`config.mk`:
```
export PLATFORM = sky130hd
export DESIGN_NAME = can_regif
export DESIGN_NICKNAME = d
export VERILOG_FILES = /design/src/rtl/can_regif_pkg.sv /design/src/rtl/can_cfg_regs.sv /design/src/rtl/can_irq_ctrl.sv /design/src/rtl/can_frame_buf.sv /design/src/rtl/can_regif.sv
export SDC_FILE = /design/constraint.sdc
export NUM_CORES = 1
export LEC_CHECK = 0
export BUFFER_PORTS_ARGS = -buffer_cell sky130_fd_sc_hd__buf_2
export CAP_MARGIN = 10
export CORE_UTILIZATION = 62
export DETAILED_ROUTE_END_ITERATION = 7
export PLACE_DENSITY = 0.85
export SYNTH_ARGS = -nofsm -noshare
export SYNTH_HDL_FRONTEND = slang
export SYNTH_SLANG_ARGS = --single-unit
export TNS_END_PERCENT = 1
```
`constraint.sdc`:
```
create_clock -name clk_i -period 4.6 [get_ports clk_i]
set_clock_uncertainty 0.2 [all_clocks]
set_input_delay 0.92 -clock clk_i [delete_from_list [all_inputs] [get_ports clk_i]]
set_output_delay 0.92 -clock clk_i [all_outputs]
set_load 0.005 [all_outputs]
```
`src/rtl/can_regif_pkg.sv`:
```
package can_regif_pkg;
  localparam int unsigned W_MODE  = 0;
  localparam int unsigned W_CMD   = 1;
  localparam int unsigned W_STAT  = 2;
  localparam int unsigned W_IFLAG = 3;
  localparam int unsigned W_IEN   = 4;
  localparam int unsigned W_BTIME = 5;
  localparam int unsigned W_EWL   = 6;
  localparam int unsigned W_ECNT  = 7;
  localparam int unsigned W_WIN   = 16;

  localparam int unsigned MODE_W   = 5;
  localparam int unsigned CMD_W    = 6;
  localparam int unsigned IRQ_W    = 8;
  localparam int unsigned IRQ_BERR = 7;

  localparam logic [23:0]       BT_MASK  = 24'hFF_C3FF;
  localparam logic [7:0]        STAT_RST = 8'h3C;
  localparam logic [7:0]        EWL_RST  = 8'd96;
  localparam logic [MODE_W-1:0] MODE_RST = MODE_W'(1);

  typedef struct packed {
    logic [1:0] kind;
    logic       rx_dir;
    logic [4:0] seg;
  } berr_cap_t;
endpackage

```
`src/rtl/can_cfg_regs.sv`:
```
module can_cfg_regs
  import can_regif_pkg::*;
(
  input  logic              clk_i,
  input  logic              rst_ni,
  input  logic              we_mode_i,
  input  logic              we_bt_i,
  input  logic              we_ewl_i,
  input  logic              we_acode_i,
  input  logic              we_amask_i,
  input  logic              we_ecnt_i,
  input  logic [31:0]       wdata_i,
  input  logic              ecnt_ld_i,
  input  logic [7:0]        ecnt_tx_i,
  input  logic [7:0]        ecnt_rx_i,
  output logic [MODE_W-1:0] mode_o,
  output logic [23:0]       btime_o,
  output logic [7:0]        ewl_o,
  output logic [31:0]       acode_o,
  output logic [31:0]       amask_o,
  output logic [7:0]        tec_o,
  output logic [7:0]        rec_o
);
  logic [MODE_W-1:0] mode_q;
  logic [23:0]       bt_q;
  logic [7:0]        ewl_q, tec_q, rec_q;
  logic [31:0]       acode_q, amask_q;
  logic              cfg_open;

  // configuration is open only while reset mode is held
  assign cfg_open = mode_q[0];

  always_ff @(posedge clk_i or negedge rst_ni) begin
    if (!rst_ni) begin
      mode_q  <= MODE_RST;
      bt_q    <= '0;
      ewl_q   <= EWL_RST;
      acode_q <= '0;
      amask_q <= '0;
      tec_q   <= '0;
      rec_q   <= '0;
    end else begin
      if (we_mode_i) begin
        mode_q[0] <= wdata_i[0];
        if (cfg_open) mode_q[MODE_W-1:1] <= wdata_i[MODE_W-1:1];
      end
      if (we_bt_i && cfg_open)    bt_q    <= wdata_i[23:0] & BT_MASK;
      if (we_ewl_i && cfg_open)   ewl_q   <= wdata_i[7:0];
      if (we_acode_i && cfg_open) acode_q <= wdata_i;
      if (we_amask_i && cfg_open) amask_q <= wdata_i;
      if (ecnt_ld_i) begin
        tec_q <= ecnt_tx_i;
        rec_q <= ecnt_rx_i;
      end else if (we_ecnt_i) begin
        tec_q <= wdata_i[7:0];
        rec_q <= wdata_i[23:16];
      end
    end
  end

  assign mode_o  = mode_q;
  assign btime_o = bt_q;
  assign ewl_o   = ewl_q;
  assign acode_o = acode_q;
  assign amask_o = amask_q;
  assign tec_o   = tec_q;
  assign rec_o   = rec_q;

  p_btime_locked_r3: assert property (@(posedge clk_i) disable iff (!rst_ni)
    (we_bt_i && !cfg_open) |=> $stable(bt_q));
  p_mode_upper_locked_r2: assert property (@(posedge clk_i) disable iff (!rst_ni)
    (we_mode_i && !cfg_open) |=> (mode_q[MODE_W-1:1] == $past(mode_q[MODE_W-1:1])));
  p_acc_locked_r9: assert property (@(posedge clk_i) disable iff (!rst_ni)
    (!cfg_open) |=> ($stable(acode_q) && $stable(amask_q)));
endmodule

```
`src/rtl/can_irq_ctrl.sv`:
```
module can_irq_ctrl #(
  parameter int unsigned N = 8
) (
  input  logic         clk_i,
  input  logic         rst_ni,
  input  logic [N-1:0] evt_i,
  input  logic         clr_we_i,
  input  logic         en_we_i,
  input  logic [N-1:0] wdata_i,
  output logic [N-1:0] flag_o,
  output logic [N-1:0] en_o,
  output logic         irq_o
);
  logic [N-1:0] flag_q, en_q, clr_mask;

  assign clr_mask = clr_we_i ? wdata_i : '0;

  for (genvar g = 0; g < N; g++) begin : g_flag
    always_ff @(posedge clk_i or negedge rst_ni) begin
      if (!rst_ni)           flag_q[g] <= 1'b0;
      else if (evt_i[g])     flag_q[g] <= 1'b1;  // event beats clear
      else if (clr_mask[g])  flag_q[g] <= 1'b0;
    end
  end

  always_ff @(posedge clk_i or negedge rst_ni) begin
    if (!rst_ni)      en_q <= '0;
    else if (en_we_i) en_q <= wdata_i;
  end

  assign flag_o = flag_q;
  assign en_o   = en_q;
  assign irq_o  = |(flag_q & en_q);

  p_evt_sets_r6: assert property (@(posedge clk_i) disable iff (!rst_ni)
    (evt_i != '0) |=> ((flag_q & $past(evt_i)) == $past(evt_i)));
  p_clr_only_r6: assert property (@(posedge clk_i) disable iff (!rst_ni)
    (clr_mask != '0) |=> ((flag_q & $past(clr_mask & ~evt_i)) == '0));
  p_no_spurious_set_r6: assert property (@(posedge clk_i) disable iff (!rst_ni)
    (evt_i == '0) |=> ((flag_q & ~$past(flag_q)) == '0));
endmodule

```
`src/rtl/can_frame_buf.sv`:
```
module can_frame_buf #(
  parameter int unsigned DEPTH = 13,
  parameter int unsigned IDX_W = 4
) (
  input  logic             clk_i,
  input  logic             rst_ni,
  input  logic             win_we_i,
  input  logic [IDX_W-1:0] win_idx_i,
  input  logic [7:0]       wbyte_i,
  input  logic             rx_we_i,
  input  logic [IDX_W-1:0] rx_idx_i,
  input  logic [7:0]       rx_byte_i,
  input  logic [IDX_W-1:0] tx_idx_i,
  output logic [7:0]       rd_byte_o,
  output logic [7:0]       tx_byte_o,
  output logic             ext_o,
  output logic             rtr_o,
  output logic [3:0]       dlc_o,
  output logic [28:0]      id_o
);
  localparam logic [IDX_W-1:0] LAST = IDX_W'(DEPTH - 1);

  logic [7:0] tx_q [DEPTH];
  logic [7:0] rx_q [DEPTH];

  for (genvar g = 0; g < DEPTH; g++) begin : g_slot
    always_ff @(posedge clk_i or negedge rst_ni) begin
      if (!rst_ni) begin
        tx_q[g] <= '0;
        rx_q[g] <= '0;
      end else begin
        if (win_we_i && win_idx_i == IDX_W'(g)) tx_q[g] <= wbyte_i;
        if (rx_we_i && rx_idx_i == IDX_W'(g))   rx_q[g] <= rx_byte_i;
      end
    end
  end

  assign rd_byte_o = (win_idx_i <= LAST) ? rx_q[win_idx_i] : '0;
  assign tx_byte_o = (tx_idx_i <= LAST) ? tx_q[tx_idx_i] : '0;

  assign ext_o = tx_q[0][7];
  assign rtr_o = tx_q[0][6];
  assign dlc_o = tx_q[0][3:0];
  assign id_o  = ext_o ? {tx_q[1], tx_q[2], tx_q[3], tx_q[4][7:3]}
                       : {18'b0, tx_q[1], tx_q[2][7:5]};

  p_tx_hold_r10: assert property (@(posedge clk_i) disable iff (!rst_ni)
    (!win_we_i) |=> ($stable(id_o) && $stable(dlc_o) && $stable(ext_o) && $stable(rtr_o)));
endmodule

```
`src/rtl/can_regif.sv`:
```
module can_regif
  import can_regif_pkg::*;
#(
  parameter int unsigned ADDR_W    = 7,
  parameter int unsigned BUF_WORDS = 13,
  parameter int unsigned BUF_IDX_W = $clog2(BUF_WORDS)
) (
  input  logic                 clk_i,
  input  logic                 rst_ni,
  input  logic                 bus_wr_i,
  input  logic                 bus_rd_i,
  input  logic [ADDR_W-1:0]    bus_addr_i,
  input  logic [31:0]          bus_wdata_i,
  output logic [31:0]          bus_rdata_o,
  output logic                 irq_o,
  input  logic [7:0]           evt_i,
  input  logic [7:0]           eng_status_i,
  input  logic [1:0]           berr_kind_i,
  input  logic                 berr_rx_i,
  input  logic [4:0]           berr_seg_i,
  input  logic                 ecnt_ld_i,
  input  logic [7:0]           ecnt_tx_i,
  input  logic [7:0]           ecnt_rx_i,
  input  logic                 rx_we_i,
  input  logic [BUF_IDX_W-1:0] rx_idx_i,
  input  logic [7:0]           rx_byte_i,
  input  logic [BUF_IDX_W-1:0] tx_idx_i,
  output logic [7:0]           tx_byte_o,
  output logic [5:0]           cmd_o,
  output logic [4:0]           mode_o,
  output logic [23:0]          btime_o,
  output logic [7:0]           ewl_o,
  output logic [31:0]          acc_code_o,
  output logic [31:0]          acc_mask_o,
  output logic                 tx_ext_o,
  output logic                 tx_rtr_o,
  output logic [3:0]           tx_dlc_o,
  output logic [28:0]          tx_id_o
);
  localparam logic [ADDR_W-1:0] A_MODE  = ADDR_W'(W_MODE);
  localparam logic [ADDR_W-1:0] A_CMD   = ADDR_W'(W_CMD);
  localparam logic [ADDR_W-1:0] A_STAT  = ADDR_W'(W_STAT);
  localparam logic [ADDR_W-1:0] A_IFLAG = ADDR_W'(W_IFLAG);
  localparam logic [ADDR_W-1:0] A_IEN   = ADDR_W'(W_IEN);
  localparam logic [ADDR_W-1:0] A_BTIME = ADDR_W'(W_BTIME);
  localparam logic [ADDR_W-1:0] A_EWL   = ADDR_W'(W_EWL);
  localparam logic [ADDR_W-1:0] A_ECNT  = ADDR_W'(W_ECNT);
  localparam logic [ADDR_W-1:0] A_WIN   = ADDR_W'(W_WIN);
  localparam logic [ADDR_W-1:0] A_WIN1  = ADDR_W'(W_WIN + 1);
  localparam logic [ADDR_W-1:0] A_WEND  = ADDR_W'(W_WIN + BUF_WORDS - 1);

  logic [MODE_W-1:0]    mode;
  logic [23:0]          bt;
  logic [7:0]           ewl, tec, rec;
  logic [31:0]          acode, amask;
  logic [IRQ_W-1:0]     flags, ens;
  logic [7:0]           rx_rd_byte;
  logic                 in_win, rst_mode;
  logic [BUF_IDX_W-1:0] win_k;
  logic                 cmd_we;
  logic [CMD_W-1:0]     cmd_q;
  logic [7:0]           sta_q;
  berr_cap_t            ecap_q;
  logic [31:0]          rd_mux, rdata_q;

  assign rst_mode = mode[0];
  assign in_win   = (bus_addr_i >= A_WIN) && (bus_addr_i <= A_WEND);
  assign win_k    = BUF_IDX_W'(bus_addr_i - A_WIN);
  assign cmd_we   = bus_wr_i && (bus_addr_i == A_CMD);

  can_cfg_regs u_cfg (
    .clk_i      (clk_i),
    .rst_ni     (rst_ni),
    .we_mode_i  (bus_wr_i && bus_addr_i == A_MODE),
    .we_bt_i    (bus_wr_i && bus_addr_i == A_BTIME),
    .we_ewl_i   (bus_wr_i && bus_addr_i == A_EWL),
    .we_acode_i (bus_wr_i && bus_addr_i == A_WIN),
    .we_amask_i (bus_wr_i && bus_addr_i == A_WIN1),
    .we_ecnt_i  (bus_wr_i && bus_addr_i == A_ECNT),
    .wdata_i    (bus_wdata_i),
    .ecnt_ld_i  (ecnt_ld_i),
    .ecnt_tx_i  (ecnt_tx_i),
    .ecnt_rx_i  (ecnt_rx_i),
    .mode_o     (mode),
    .btime_o    (bt),
    .ewl_o      (ewl),
    .acode_o    (acode),
    .amask_o    (amask),
    .tec_o      (tec),
    .rec_o      (rec)
  );

  can_irq_ctrl #(.N(IRQ_W)) u_irq (
    .clk_i    (clk_i),
    .rst_ni   (rst_ni),
    .evt_i    (evt_i),
    .clr_we_i (bus_wr_i && bus_addr_i == A_IFLAG),
    .en_we_i  (bus_wr_i && bus_addr_i == A_IEN),
    .wdata_i  (bus_wdata_i[IRQ_W-1:0]),
    .flag_o   (flags),
    .en_o     (ens),
    .irq_o    (irq_o)
  );

  can_frame_buf #(.DEPTH(BUF_WORDS), .IDX_W(BUF_IDX_W)) u_buf (
    .clk_i     (clk_i),
    .rst_ni    (rst_ni),
    .win_we_i  (bus_wr_i && in_win && !rst_mode),
    .win_idx_i (win_k),
    .wbyte_i   (bus_wdata_i[7:0]),
    .rx_we_i   (rx_we_i),
    .rx_idx_i  (rx_idx_i),
    .rx_byte_i (rx_byte_i),
    .tx_idx_i  (tx_idx_i),
    .rd_byte_o (rx_rd_byte),
    .tx_byte_o (tx_byte_o),
    .ext_o     (tx_ext_o),
    .rtr_o     (tx_rtr_o),
    .dlc_o     (tx_dlc_o),
    .id_o      (tx_id_o)
  );

  always_ff @(posedge clk_i or negedge rst_ni) begin
    if (!rst_ni) begin
      cmd_q  <= '0;
      sta_q  <= STAT_RST;
      ecap_q <= '0;
    end else begin
      cmd_q <= cmd_we ? bus_wdata_i[CMD_W-1:0] : '0;
      sta_q <= eng_status_i;
      if (evt_i[IRQ_BERR]) ecap_q <= '{kind: berr_kind_i, rx_dir: berr_rx_i, seg: berr_seg_i};
    end
  end

  always_comb begin
    rd_mux = '0;
    if (bus_addr_i == A_MODE)       rd_mux = 32'(mode);
    else if (bus_addr_i == A_STAT)  rd_mux = {8'b0, ecap_q, 8'b0, sta_q};
    else if (bus_addr_i == A_IFLAG) rd_mux = 32'(flags);
    else if (bus_addr_i == A_IEN)   rd_mux = 32'(ens);
    else if (bus_addr_i == A_BTIME) rd_mux = 32'(bt);
    else if (bus_addr_i == A_EWL)   rd_mux = 32'(ewl);
    else if (bus_addr_i == A_ECNT)  rd_mux = {8'b0, rec, 8'b0, tec};
    else if (in_win) begin
      if (!rst_mode)                  rd_mux = 32'(rx_rd_byte);
      else if (bus_addr_i == A_WIN)   rd_mux = acode;
      else if (bus_addr_i == A_WIN1)  rd_mux = amask;
    end
  end

  always_ff @(posedge clk_i or negedge rst_ni) begin
    if (!rst_ni)       rdata_q <= '0;
    else if (bus_rd_i) rdata_q <= rd_mux;
  end

  assign bus_rdata_o = rdata_q;
  assign cmd_o       = cmd_q;
  assign mode_o      = mode;
  assign btime_o     = bt;
  assign ewl_o       = ewl;
  assign acc_code_o  = acode;
  assign acc_mask_o  = amask;

  p_cmd_src_r4: assert property (@(posedge clk_i) disable iff (!rst_ni)
    (cmd_q != '0) |-> $past(cmd_we));
  p_ecap_hold_r5: assert property (@(posedge clk_i) disable iff (!rst_ni)
    (!evt_i[IRQ_BERR]) |=> $stable(ecap_q));
  p_rdata_hold_r12: assert property (@(posedge clk_i) disable iff (!rst_ni)
    (!bus_rd_i) |=> $stable(rdata_q));
endmodule

```
==> metrics.md <==
| Metric | Value |
|---|---|
| Worst Path Max Fanout | `25` |
| RSZ-0062 raised after global routing | `no` |
| Post-DP HPWL | `33000 um` |
| Overflow left after global routing | `0` |
| Port-buffer cells | `279` |
| Class of the tightest hold or removal check | `in -> async` |
| Synth cell count leaders | `sky130_fd_sc_hd__dfrtp_1, sky130_fd_sc_hd__mux2_2, sky130_fd_sc_hd__nand2_1` |
| Power per Cell Area | `396 nW/um2` |
| Peak ir drop on the vdd network | `0.354 mV` |
| Sequential fraction of the synthesis area | `54.1%` |
| Data arrival time of the critical path | `2.66 ns` |
| Total count of hold-check failures in the final report | `0` |
| Largest area contributor in the netlist | `sky130_fd_sc_hd__dfrtp_1` |
| Kind of end point of the critical path | `primary output` |
| Run status | `completed` |
| DR vias/cell | `6.49` |
| Hold-fix buffers, CTS | `0` |
| Category of the critical setup timing path | `in -> out` |
| Placement row count | `62` |
| Final-layout setup total negative slack | `0 ns` |
| Worst Setup Start Kind | `input port` |
| Initial cell density of the core | `63.1%` |
| Cell variety after synth | `72` |
| Final worst setup slack | `0.825 ns` |
| Resize count post-CTS | `0` |
| Maximum clock frequency | `265 MHz` |
| Global-route usage over all layers | `33.3%` |
| TritonCTS clock tree | `yes` |
| WP data required | `3.48 ns` |
| Share of Yosys cell area claimed by the top area cell type | `53.1%` |
| Tmin final | `3.78 ns` |
| Remaining antenna violation count after routing | `0` |
| TritonCTS buffer count | `42` |
| CTS Sinks | `391` |
| Mean area per synthesized cell | `13.7 um2` |
| Floorplan die height | `173 um` |
| First-pass GRT wire length | `76100 um` |
| Pre-CTS setup slack | `0.753 ns` |
| Die ar. | `29900 um2` |
| Antenna violations before repair | `5` |
| Residual DRC count | `0` |
| Signed area change from the synthesized netlist to the final layout | `16.5%` |
| DR pass1 iterations | `5` |
| Ratio of cells with drive above 1 in the final layout | `48.2%` |
| Post-synth ARST share | `100%` |
| Number of top-level pins | `284` |
| Synth Flop Type | `sky130_fd_sc_hd__dfrtp_1` |
| Number of buffers on the longest clock path | `3` |
| Slew at the pin closest to its max-slew limit | `1.06 ns` |
| 1st-iter DRT viols | `1309` |
| Clock-pin slew reported for the worst setup and hold paths after clock tree synthesis | `0.06 ns` |
| Clock root buffer | `sky130_fd_sc_hd__clkbuf_16` |
| Floorplan core area | `28700 um2` |
| Final weighted congestion in routability-driven placement | `0.893` |
| Share of the clock period used by the worst path after layout | `82.1%` |
| CTS H-tree lvls | `2` |
| Final count of pins violating max slew | `0` |
| Worst skew pair latency | `0.54 ns` |
| Largest cells by area after synthesis | `sky130_fd_sc_hd__dfrtp_1, sky130_fd_sc_hd__mux2_2, sky130_fd_sc_hd__mux4_2` |
| Vias in the first global route | `12887` |
| Number of warnings printed during yosys synthesis | `0` |
| Count of buffers added by post-CTS timing repair for setup | `0` |
| Post-synthesis register bit count | `391` |
| Cell area after synthesis | `18100 um2` |
| Number of enable-type register cells in the synthesized netlist | `0` |
| Cell with the most instances after synthesis | `sky130_fd_sc_hd__dfrtp_1` |
| Drt wl/cell | `24.9 um` |
| Final net count | `1665` |
| Vias | `12889` |
| R2r setup slk | `1.85 ns` |
| Wirelength, routed | `49400 um` |
| Final setup violating endpoints | `0` |
| Worst relative slew slack | `29.1%` |
| Count of maximum capacitance violations | `0` |
| Post-Synthesis Cells | `1321` |
| Maximum number of pins on one net before global-route repair | `97` |
| Die width | `173 um` |
| Cell leakage power | `10.4 nW` |
## final timing paths
path                                                  start                            end  cells after the start
worst min-delay path                                 rst_ni     u_buf.tx_q[79]$_DFFE_PN0P_                      1
max in group asynchronous                            rst_ni     u_cfg.ewl_o[6]$_DFFE_PN1P_                      2
worst max register to register  u_cfg.mode_o[0]$_DFFE_PN1P_  u_cfg.amask_o[29]$_DFFE_PN0P_                      2
worst min register to register   u_buf.rx_q[59]$_DFFE_PN0P_     u_buf.rx_q[59]$_DFFE_PN0P_                      1
worst max-delay path                            tx_idx_i[1]                   tx_byte_o[6]                      5
min in group clk_i                          eng_status_i[5]             sta_q[5]$_DFF_PN1_                      1
## metal layers
layer / track usage [%] / routed length (um) / up-vias
li1: - / - / 5373
met1: 45.5 / 19700 / 6669
met2: 52.4 / 23900 / 719
met3: 6.16 / 3830 / 128
met4: 15.0 / 2010 / 0
met5: 0 / 0 / -
## critical path: stages
cell and delay [ns]:
sky130_fd_sc_hd__buf_2 0.51, sky130_fd_sc_hd__mux4_2 0.60, sky130_fd_sc_hd__a221oi_1 0.40, sky130_fd_sc_hd__a31oi_1 0.07, sky130_fd_sc_hd__buf_2 0.16
## cell type report
type	instances	area [um2]
antenna	6	15.0
clock buffer	62	1240
clock inverter	13	173
fill	1854	7600
inverter	18	67.6
multi-input combinational	811	7730
sequential	391	9790
tap	384	480
timing repair buffer	300	1600
## flip-flops by register name, summed over array words and instances (netlist names)
register and cells:
bus_rdata_o 32, cmd_o 6, ecap_q 8, sta_q 8
u_buf.dlc_o 4, u_buf.ext_o 1, u_buf.rtr_o 1, u_buf.rx_q 104
u_buf.tx_q 98, u_cfg.acode_o 32, u_cfg.amask_o 32, u_cfg.btime_o 20
u_cfg.ewl_o 8, u_cfg.mode_o 5, u_cfg.rec_o 8, u_cfg.tec_o 8
u_irq.en_o 8, u_irq.flag_o 8
## kinds of logic (layout without fill, tap and decap cells)
kind of cell | Yosys count | count (layout) | share of synthesized area [%]
other | 1 | 10 | 0.0207
AND/OR/NAND/NOR | 199 | 199 | 6.08
flip-flops | 391 | 391 | 54.1
buffers and inverters | 122 | 393 | 3.34
AO/OA/AOI/OAI | 172 | 172 | 6.75
multiplexers | 436 | 436 | 29.7
## cells in the final DEF (no fill, tap or decap), drive strengths merged, types with 28 or more instances in the layout
master and instances:
a22oi 28, buf 300, clkbuf 62, dfrtp 384
mux2 338, mux2i 57, mux4 41, nand2 69
o21ai 29, o22ai 34
## through the flow
stage	instance area (um2)	hold slack, ns	utilization [%]	power, mW	cells
CTS	21100	0.178	73.5	8.37	1979
detailed placement	19700	0.290	68.5	4.94	1904
finish	21100	0.162	73.5	8.36	1985
global route	21100	0.202	73.5	8.62	1984
global placement	19700	0.281	68.5	4.88	1904
floorplan	18100	0.266	-	4.57	1324
## report_power, final
group	internal, mW	leakage, nW	switching (mW)
Sequential	3.77	5.11	0.197
Clock	2.09	0.699	1.37
Combinational	0.487	4.56	0.448
Total	6.34	10.4	2.01
Power figures use the tool's default switching activity.
